## src/rtl/msp_pkg.sv

```systemverilog
package msp_pkg;
  localparam int unsigned MSP_CNT_W      = 6;
  localparam int unsigned MSP_SYNC_DEPTH = 2;
  localparam int unsigned MSP_TERM_50HZ  = 50;
  localparam int unsigned MSP_TERM_60HZ  = 60;

  typedef enum logic [1:0] {
    EDGE_NONE = 2'b00,
    EDGE_FALL = 2'b01,
    EDGE_RISE = 2'b10
  } mains_edge_e;
endpackage

```

## src/rtl/msp_sync.sv

```systemverilog
module msp_sync #(
  parameter int unsigned DEPTH     = 2,
  parameter logic        RESET_VAL = 1'b1
) (
  input  logic clk_i,
  input  logic rst_ni,
  input  logic async_i,
  output logic sync_o
);
  logic [DEPTH-1:0] stage_q;

  generate
    for (genvar g = 0; g < DEPTH; g++) begin : g_stage
      if (g == 0) begin : g_first
        always_ff @(posedge clk_i or negedge rst_ni) begin
          if (!rst_ni) stage_q[0] <= RESET_VAL;
          else         stage_q[0] <= async_i;
        end
      end else begin : g_next
        always_ff @(posedge clk_i or negedge rst_ni) begin
          if (!rst_ni) stage_q[g] <= RESET_VAL;
          else         stage_q[g] <= stage_q[g-1];
        end
      end
    end
  endgenerate

  assign sync_o = stage_q[DEPTH-1];
endmodule

```

## src/rtl/msp_clear_combiner.sv

```systemverilog
module msp_clear_combiner #(
  parameter int unsigned SYNC_DEPTH = 2
) (
  input  logic clk_i,
  input  logic rst_ni,
  input  logic por_req_i,
  input  logic user_rst_i,
  input  logic mains_n_i,
  output logic mains_gated_o,
  output logic clear_o
);
  logic clear_raw;

  assign clear_raw = por_req_i | user_rst_i;
  // Force the mains level idle-high ahead of the synchronizer while clear is requested.
  assign mains_gated_o = mains_n_i | clear_raw;

  msp_sync #(.DEPTH(SYNC_DEPTH), .RESET_VAL(1'b1)) u_clear_sync (
    .clk_i  (clk_i),
    .rst_ni (rst_ni),
    .async_i(clear_raw),
    .sync_o (clear_o)
  );
endmodule

```

## src/rtl/msp_mains_edges.sv

```systemverilog
module msp_mains_edges
  import msp_pkg::*;
#(
  parameter int unsigned SYNC_DEPTH = 2
) (
  input  logic        clk_i,
  input  logic        rst_ni,
  input  logic        mains_gated_i,
  output mains_edge_e edge_o
);
  logic level_s, level_q;

  msp_sync #(.DEPTH(SYNC_DEPTH), .RESET_VAL(1'b1)) u_mains_sync (
    .clk_i  (clk_i),
    .rst_ni (rst_ni),
    .async_i(mains_gated_i),
    .sync_o (level_s)
  );

  always_ff @(posedge clk_i or negedge rst_ni) begin
    if (!rst_ni) level_q <= 1'b1;
    else         level_q <= level_s;
  end

  always_comb begin
    edge_o = EDGE_NONE;
    if (level_q && !level_s)      edge_o = EDGE_FALL;
    else if (!level_q && level_s) edge_o = EDGE_RISE;
  end
endmodule

```

## src/rtl/msp_div_counter.sv

```systemverilog
module msp_div_counter #(
  parameter int unsigned CNT_W      = 6,
  parameter int unsigned TERM_COUNT = 50
) (
  input  logic             clk_i,
  input  logic             rst_ni,
  input  logic             clear_i,
  input  logic             hold_zero_i,
  input  logic             count_en_i,
  output logic [CNT_W-1:0] cnt_o,
  output logic             term_o
);
  localparam logic [CNT_W-1:0] TERM_V = CNT_W'(TERM_COUNT);

  logic [CNT_W-1:0] cnt_q;

  always_ff @(posedge clk_i or negedge rst_ni) begin
    if (!rst_ni)                     cnt_q <= '0;
    else if (clear_i || hold_zero_i) cnt_q <= '0;
    else if (count_en_i)             cnt_q <= cnt_q + CNT_W'(1);
  end

  assign cnt_o  = cnt_q;
  assign term_o = (cnt_q == TERM_V);
endmodule

```

## src/rtl/msp_pulse_latch.sv

```systemverilog
module msp_pulse_latch (
  input  logic clk_i,
  input  logic rst_ni,
  input  logic clear_i,
  input  logic set_i,
  input  logic release_i,
  output logic latch_o
);
  logic latch_q;

  // Priority: clear, then set, then release.
  always_ff @(posedge clk_i or negedge rst_ni) begin
    if (!rst_ni)        latch_q <= 1'b0;
    else if (clear_i)   latch_q <= 1'b0;
    else if (set_i)     latch_q <= 1'b1;
    else if (release_i) latch_q <= 1'b0;
  end

  assign latch_o = latch_q;
endmodule

```

## src/rtl/mains_second_prescaler.sv

```systemverilog
module mains_second_prescaler
  import msp_pkg::*;
#(
  parameter int unsigned TERM_COUNT = MSP_TERM_50HZ,
  parameter int unsigned CNT_W      = MSP_CNT_W,
  parameter int unsigned SYNC_DEPTH = MSP_SYNC_DEPTH
) (
  input  logic clk_i,
  input  logic rst_ni,
  input  logic mains_n_i,
  input  logic por_req_i,
  input  logic user_rst_i,
  output logic pps_n_o
);
  logic             mains_gated;
  logic             clear_q;
  mains_edge_e      mains_edge;
  logic [CNT_W-1:0] cnt;
  logic             term_hit;
  logic             latch_q;

  msp_clear_combiner #(.SYNC_DEPTH(SYNC_DEPTH)) u_clear (
    .clk_i        (clk_i),
    .rst_ni       (rst_ni),
    .por_req_i    (por_req_i),
    .user_rst_i   (user_rst_i),
    .mains_n_i    (mains_n_i),
    .mains_gated_o(mains_gated),
    .clear_o      (clear_q)
  );

  msp_mains_edges #(.SYNC_DEPTH(SYNC_DEPTH)) u_edges (
    .clk_i        (clk_i),
    .rst_ni       (rst_ni),
    .mains_gated_i(mains_gated),
    .edge_o       (mains_edge)
  );

  msp_div_counter #(.CNT_W(CNT_W), .TERM_COUNT(TERM_COUNT)) u_cnt (
    .clk_i      (clk_i),
    .rst_ni     (rst_ni),
    .clear_i    (clear_q),
    .hold_zero_i(latch_q),
    .count_en_i (mains_edge == EDGE_FALL),
    .cnt_o      (cnt),
    .term_o     (term_hit)
  );

  msp_pulse_latch u_latch (
    .clk_i    (clk_i),
    .rst_ni   (rst_ni),
    .clear_i  (clear_q),
    .set_i    (term_hit),
    .release_i(mains_edge == EDGE_RISE),
    .latch_o  (latch_q)
  );

  assign pps_n_o = ~latch_q;
endmodule

```

## config.mk

```make
export PLATFORM = sky130hd
export DESIGN_NAME = mains_second_prescaler
export DESIGN_NICKNAME = d
export VERILOG_FILES = /design/src/rtl/msp_pkg.sv /design/src/rtl/msp_sync.sv /design/src/rtl/msp_clear_combiner.sv /design/src/rtl/msp_mains_edges.sv /design/src/rtl/msp_div_counter.sv /design/src/rtl/msp_pulse_latch.sv /design/src/rtl/mains_second_prescaler.sv
export SDC_FILE = /design/constraint.sdc
export NUM_CORES = 1
export LEC_CHECK = 0
export BUFFER_PORTS_ARGS = -buffer_cell sky130_fd_sc_hd__buf_4
export CAP_MARGIN = 20
export CORE_AREA = 2 2 39 41
export DETAILED_ROUTE_END_ITERATION = 10
export DIE_AREA = 0 0 41 43
export GPL_TIMING_DRIVEN = 0
export PLACE_DENSITY = 0.72
export SLEW_MARGIN = 20
export SYNTH_ARGS = -nofsm -noshare
export SYNTH_HDL_FRONTEND = slang
export SYNTH_HIERARCHICAL = 1
export SYNTH_SLANG_ARGS = --single-unit
```

## constraint.sdc

```tcl
create_clock -name clk_i -period 1.7 [get_ports clk_i]
set_input_delay 0.34 -clock clk_i [delete_from_list [all_inputs] [get_ports clk_i]]
set_output_delay 0.34 -clock clk_i [all_outputs]
set_load 0.03 [all_outputs]
```

==> flow_summary.toml, run 1 <==
[yosys]
synth-main-ff-cell = "dfrtp_1"
yosysMostFrequentCell = "dfrtp_1"
synth-seq-cells = 12
yosys-top-cells-count = "7 x dfrtp_1, 6 x nor2_1, 5 x dfstp_2"
yosysSeqAreaShare = 0.582
async_reset_ff_frac = 1.00
syn_area_per_cell_um2 = 11.5
synth_top_area_cell = "dfrtp_1"
netlist_area_um2 = 527
yosysUniqueCellTypes = 22
synth_top_area_frac = 0.333
synth_nets = 53
synth-edff-count = 0
synthesis.instances = 46
ys_warn_count = 6
synth.area.top_cells = "dfrtp_1 33%, dfstp_2 25%, xor2_1 5.0%"

[drt]
drt_pass1_iterations = 4
drt-total-wl_um = 782
drt_drc_violations_left = 0
dr.first_iter.drc_count = 2
vias = 351
vias_per_cell = 4.81
wl_per_cell_um = 10.7
drtAntennaViolNets = 0

[cts]
cts_tree = "built"
path_clk_slew_ns = 0.08
htreeDepth = 1
cts-buffers-inserted = 3
cts_buffer_depth = 2
root_buffer = "clkbuf_4"
cts_sinks = 12
clkLatencyLatePin_ns = 0.27

[power]
p_int_mw = 0.442
peakVddDrop_mv = 0.402
p_total_mw = 0.553
p_leak_nw = 0.291
netSwitchingPower_mw = 0.111
swShare = 0.201
clkPwrFrac = 0.403
pwr-share-comb = 0.056
seqPwrFrac = 0.541
powerDensity_nw_per_um2 = 834

[cells_and_area]
n_antenna_cell = 0
seqCellArea_um2 = 307
multiInputGateArea_um2 = 230
fill_cells = 135
nets = 65
syn2layout_area_growth_pct = 25.9
postLayoutCellArea_um2 = 663
drive_gt1_frac = 0.404

[grt]
grt_pass1_wl_um = 1350
grt_pass1_vias = 349
use_met2 = 0.166
antenna_found_initial = 0
grt_overflow = 0
grtUsageMet1 = 0.142
grt_busiest_layer = "met2"
met3_usage = 0.0314
gr-usage-all-layers = 0.118
grt_start_max_net_pins = 13

[die]
ioPinCount = 6
dieArea_um2 = 1760
dieHeight_um = 43
rows = 14
start_util = 0.381
core-area_um2 = 1380
fp.dieW_um = 41

[sta]
period_needed_ns = 1.62
clock_skew_ns = 0.00668
hold_ws_ns = 0.262
rsz0062_at_grt = "no"
fin_crit_sh = 0.953
finalMaxSlewViolations = 0
relSlewSlack = 0.820
fin_setup_tns_ns = 0
finalSetupViolCount = 0
worst_pin_slew_ns = 0.270
finalHoldViolCount = 0
fmax_mhz = 617

[worst_setup_path]
crit_type = "register to register"
slowest_stage = "dfstp_2"
worstSetupStartpointType = "register"
cp-end-kind = "register"
cp_top_family = "simple AND/OR/NAND/NOR gates"
required_ns = 1.91
arrival_ns = 1.83
cp_max_fo = 4
crit_chain = "and2b_2 -> nor2b_4 -> nand4_4 -> or3_4 -> a21oi_2"
cp_num_buf_inv = 0
cpPeakStageDelay_ns = 0.52

[placement]
hpwl_um = 535
gp_congestion = 0.722
io_buffers = 5
placedInstanceArea_um2 = 587

[run]
maxCapViolations = 0

[outcome]
status = "finished clean"

[min_path]
min_path_type = "input port to register"
## worst reg2reg max path, delay by kind of cell, from the launching register on
family | cells | cell delay, ns
AOI/OAI and AO/OA | 1 | 0.13
DFF | 1 | 0.52
and+or+nand+nor | 4 | 0.90
## power groups by stage
| stage | combinational (mW) | sequential, mW | clock (mW) |
|---|---|---|---|
| 6_report | 0.0308 | 0.299 | 0.223 |
| 3_5_place_dp | 0.0270 | 0.304 | 0 |
| 5_1_grt | 0.0354 | 0.300 | 0.255 |
| 3_3_place_gp | 0.0264 | 0.304 | 0 |
| 2_1_floorplan | 0.0123 | 0.303 | 0 |
| 4_1_cts | 0.0300 | 0.299 | 0.239 |
## through the flow
step,worst slack (ns),std cells,util
after floorplan,0.0745,46,-
after global placement,-0.0169,67,0.424
after detailed placement,-0.0419,67,0.424
after CTS,0.0263,72,0.461
after global routing,0.00179,73,0.479
final,0.0792,73,0.479
## cells by family after synthesis
logic type | synth area share
and+or+nand+nor | 0.226
xor gates and xnor gates | 0.0665
buffers and inverters | 0.0285
DFF | 0.582
AOI/OAI and AO/OA | 0.0499
adders and majority gates | 0.0475
## layer usage
layer / part of all wire / wire [um] / up-vias
met2: 0.51 / 401 / 9
met5: 0 / 0 / -
met1: 0.42 / 331 / 168
met4: 0.018 / 14 / 0
met3: 0.045 / 35 / 2
li1: - / - / 172
## final cells by class
class                      count  share of cell area
sequential                    12               0.462
multi-input combinational     30               0.347
timing repair buffer           7              0.0830
clock buffer                   4              0.0547
tap                           16              0.0302
inverter                       3              0.0170
buffer                         1             0.00566
## sequential cells by signal (all words and copies together) (netlist names)
signal / count
u_edges/u_mains_sync/stage_q: 1
u_clear/u_clear_sync/stage_q: 1
u_latch/latch_o: 1
u_edges/level_q: 1
u_clear/u_clear_sync/sync_o: 1
u_edges/u_mains_sync/sync_o: 1
u_cnt/cnt_o: 6
## what timing repair did
action,CTS,global route
hold endpoints to repair,7,0
hold buffers,1,0
endpoints found under the setup margin,1,1
gates resized for setup,1,3
cloned,0,0
buffers inserted,0,1
## path summary, 6_finish.rpt
check                      cells past startpoint                       startpoint  slack, ns                               to
setup reg to reg                               5                  u_edges/level_q       0.08                   u_cnt/cnt_o[5]
hold reg to reg                                0  u_clear/u_clear_sync/stage_q[0]       0.36      u_clear/u_clear_sync/sync_o
hold / removal                                 2                        mains_n_i       0.26  u_edges/u_mains_sync/stage_q[0]
max in group asynchronous                      2                           rst_ni       1.03                  u_edges/level_q
setup / recovery                               5                  u_edges/level_q       0.08                   u_cnt/cnt_o[5]
min in group asynchronous                      2                           rst_ni       0.43                   u_cnt/cnt_o[5]
## cells in the final DEF, fill, tap and decap left out, drive strengths merged
cell type    instances
a211oi               1
a21oi                2
and2b                2
and4                 1
buf                  6
clkbuf               5
dfrtp                7
dfstp                5
dlygate4sd3          1
ha                   2
inv                  3
nand2                2
nand2b               1
nand4                2
nor2                 6
nor2b                2
o21ai                1
or2                  2
or3                  2
xnor2                1
xor2                 3
No activity file was read; power rests on OpenSTA's default activity.
==> inputs of run 2 (changes only) <==
--- a/config.mk
+++ b/config.mk
@@ -11,7 +11,7 @@
 export DETAILED_ROUTE_END_ITERATION = 10
 export DIE_AREA = 0 0 41 43
 export GPL_TIMING_DRIVEN = 0
-export PLACE_DENSITY = 0.72
+export PLACE_DENSITY = 0.7
 export SLEW_MARGIN = 20
 export SYNTH_ARGS = -nofsm -noshare
 export SYNTH_HDL_FRONTEND = slang
==> constraint.sdc (replaced) <==
create_clock -name clk_i -period 1.68 [get_ports clk_i]
set_input_delay 0.336 -clock clk_i [delete_from_list [all_inputs] [get_ports clk_i]]
set_output_delay 0.336 -clock clk_i [all_outputs]
set_load 0.03 [all_outputs]
==> run 2 against run 1 <==
  * Highest routed layer unchanged
  * Global-route usage increased by 0.60 points
  * Sequential share of layout area grew 0.44 points
  * Die area is the same
  * Setup slack worse by 0.0039 ns
  * Clock-buffer cell count did not move
  * Clock power barely moved
==> flow_summary.toml, run 2 (synthesis gave the netlist of run 1 again) <==
[outcome]
status = "finished clean"

[cts]
htreeDepth = 1
cts_sinks = 12
cts_buffer_depth = 2
clkLatencyLatePin_ns = 0.27
root_buffer = "clkbuf_4"
cts-buffers-inserted = 3
path_clk_slew_ns = 0.07
cts_tree = "built"

[drt]
vias = 342
drt_drc_violations_left = 0
dr.first_iter.drc_count = 4
drt_pass1_iterations = 4
wl_per_cell_um = 11.2
drt-total-wl_um = 819
vias_per_cell = 4.68
drtAntennaViolNets = 0

[sta]
rsz0062_at_grt = "no"
worst_pin_slew_ns = 0.291
hold_ws_ns = 0.253
fin_crit_sh = 0.955
fin_setup_tns_ns = 0
period_needed_ns = 1.60
fmax_mhz = 623
relSlewSlack = 0.806
clock_skew_ns = 0.00323
finalHoldViolCount = 0
finalSetupViolCount = 0
finalMaxSlewViolations = 0

[placement]
placedInstanceArea_um2 = 587
hpwl_um = 568
gp_congestion = 0.723
io_buffers = 5

[min_path]
min_path_type = "input port to register"
hold_start = "mains_n_i"

[grt]
gr-usage-all-layers = 0.124
antenna_found_initial = 0
grt_start_max_net_pins = 13
grt_pass1_vias = 355
grt_pass1_wl_um = 1410
grt_overflow = 0

[cells_and_area]
final_util = 0.475
postLayoutCellArea_um2 = 657
layout.cells.most_common_list = "7 x dfrtp_1, 6 x buf_4, 6 x nor2_1, 5 x dfstp_2"
nets = 65
largest_register_ffs = 6
final_common_cell = "dfrtp_1"
drive_gt1_frac = 0.421
n_antenna_cell = 0
syn2layout_area_growth_pct = 24.7

[worst_setup_path]
worstSetupStartpointType = "register"
required_ns = 1.89
cpPeakStageDelay_ns = 0.52
cp_max_fo = 3
arrival_ns = 1.81
slowest_stage = "dfstp_2"
cp_top_family = "simple AND/OR/NAND/NOR gates"
crit_chain = "and2b_2 -> nor2b_4 -> nand4_2 -> or3_4 -> a21oi_2"
cp_num_buf_inv = 0
r2r_slack_ns = 0.08
cp-end-kind = "register"
crit_type = "register to register"
crit_path_start = "u_edges/level_q"
r2r-start = "u_edges/level_q"

[run]
maxCapViolations = 0

[power]
p_leak_nw = 0.286
p_total_mw = 0.558
peakVddDrop_mv = 0.405
powerDensity_nw_per_um2 = 850

[die]
dieArea_um2 = 1760
ioPinCount = 6
core-area_um2 = 1380
fp.dieW_um = 41
dieHeight_um = 43
start_util = 0.381
rows = 14
[run 2: cell counts in the layout (fill, tap and decap cells not counted)]
No cell type changed its count.
[run 2: cell type report]
cell class	instances	area [um2]
buffer	1	3.75
inverter	3	11.3
timing repair buffer	7	55.1
multi-input combinational	30	224
clock buffer	4	36.3
fill	131	727
sequential	12	307
tap	16	20.0
[run 2: metal layers]
metal / track usage / share of wire / wire (um)
met1: 0.152 / 0.47 / 389
met2: 0.175 / 0.47 / 385
met3: 0.0314 / 0.035 / 29
met4: 0.100 / 0.017 / 14
met5: 0 / 0 / 0
[run 2: repair_timing]
action / in CTS / in global routing
hold buffers: 1 / 0
setup endpoints to repair: 1 / 1
resized for setup: 1 / 3
hold endpoints to repair: 7 / 0
buffers inserted: 1 / 0
[run 2: worst paths after layout]
check                                                   to  depth (start not counted)
max                                         u_cnt/cnt_o[5]                          5
max reg2reg                                 u_cnt/cnt_o[5]                          5
min reg2reg                    u_clear/u_clear_sync/sync_o                          0
min                        u_edges/u_mains_sync/stage_q[0]                          2
max in group asynchronous  u_clear/u_clear_sync/stage_q[0]                          2
min in group asynchronous                   u_cnt/cnt_o[5]                          2
[run 2: worst reg2reg max path, cell delays in order (launching register included)]
cell and delay, ns:
dfstp_2 0.52, and2b_2 0.23, nor2b_4 0.12, nand4_2 0.15
or3_4 0.39, a21oi_2 0.13
[run 2: metrics by stage]
step | cells | setup slack, ns
final | 73 | 0.0753
after global routing | 73 | 0.0271
after CTS | 73 | 0.0724
after detailed placement | 67 | -0.0609
after global placement | 67 | -0.0366
after floorplan | 46 | 0.0545
[run 2: report_power, final]
| part | leakage (nW) | switching (mW) | total (mW) | internal (mW) |
|---|---|---|---|---|
| Clock | 0.0210 | 0.0925 | 0.224 | 0.132 |
| Sequential | 0.150 | 0.00375 | 0.303 | 0.299 |
| Combinational | 0.115 | 0.0147 | 0.0315 | 0.0168 |
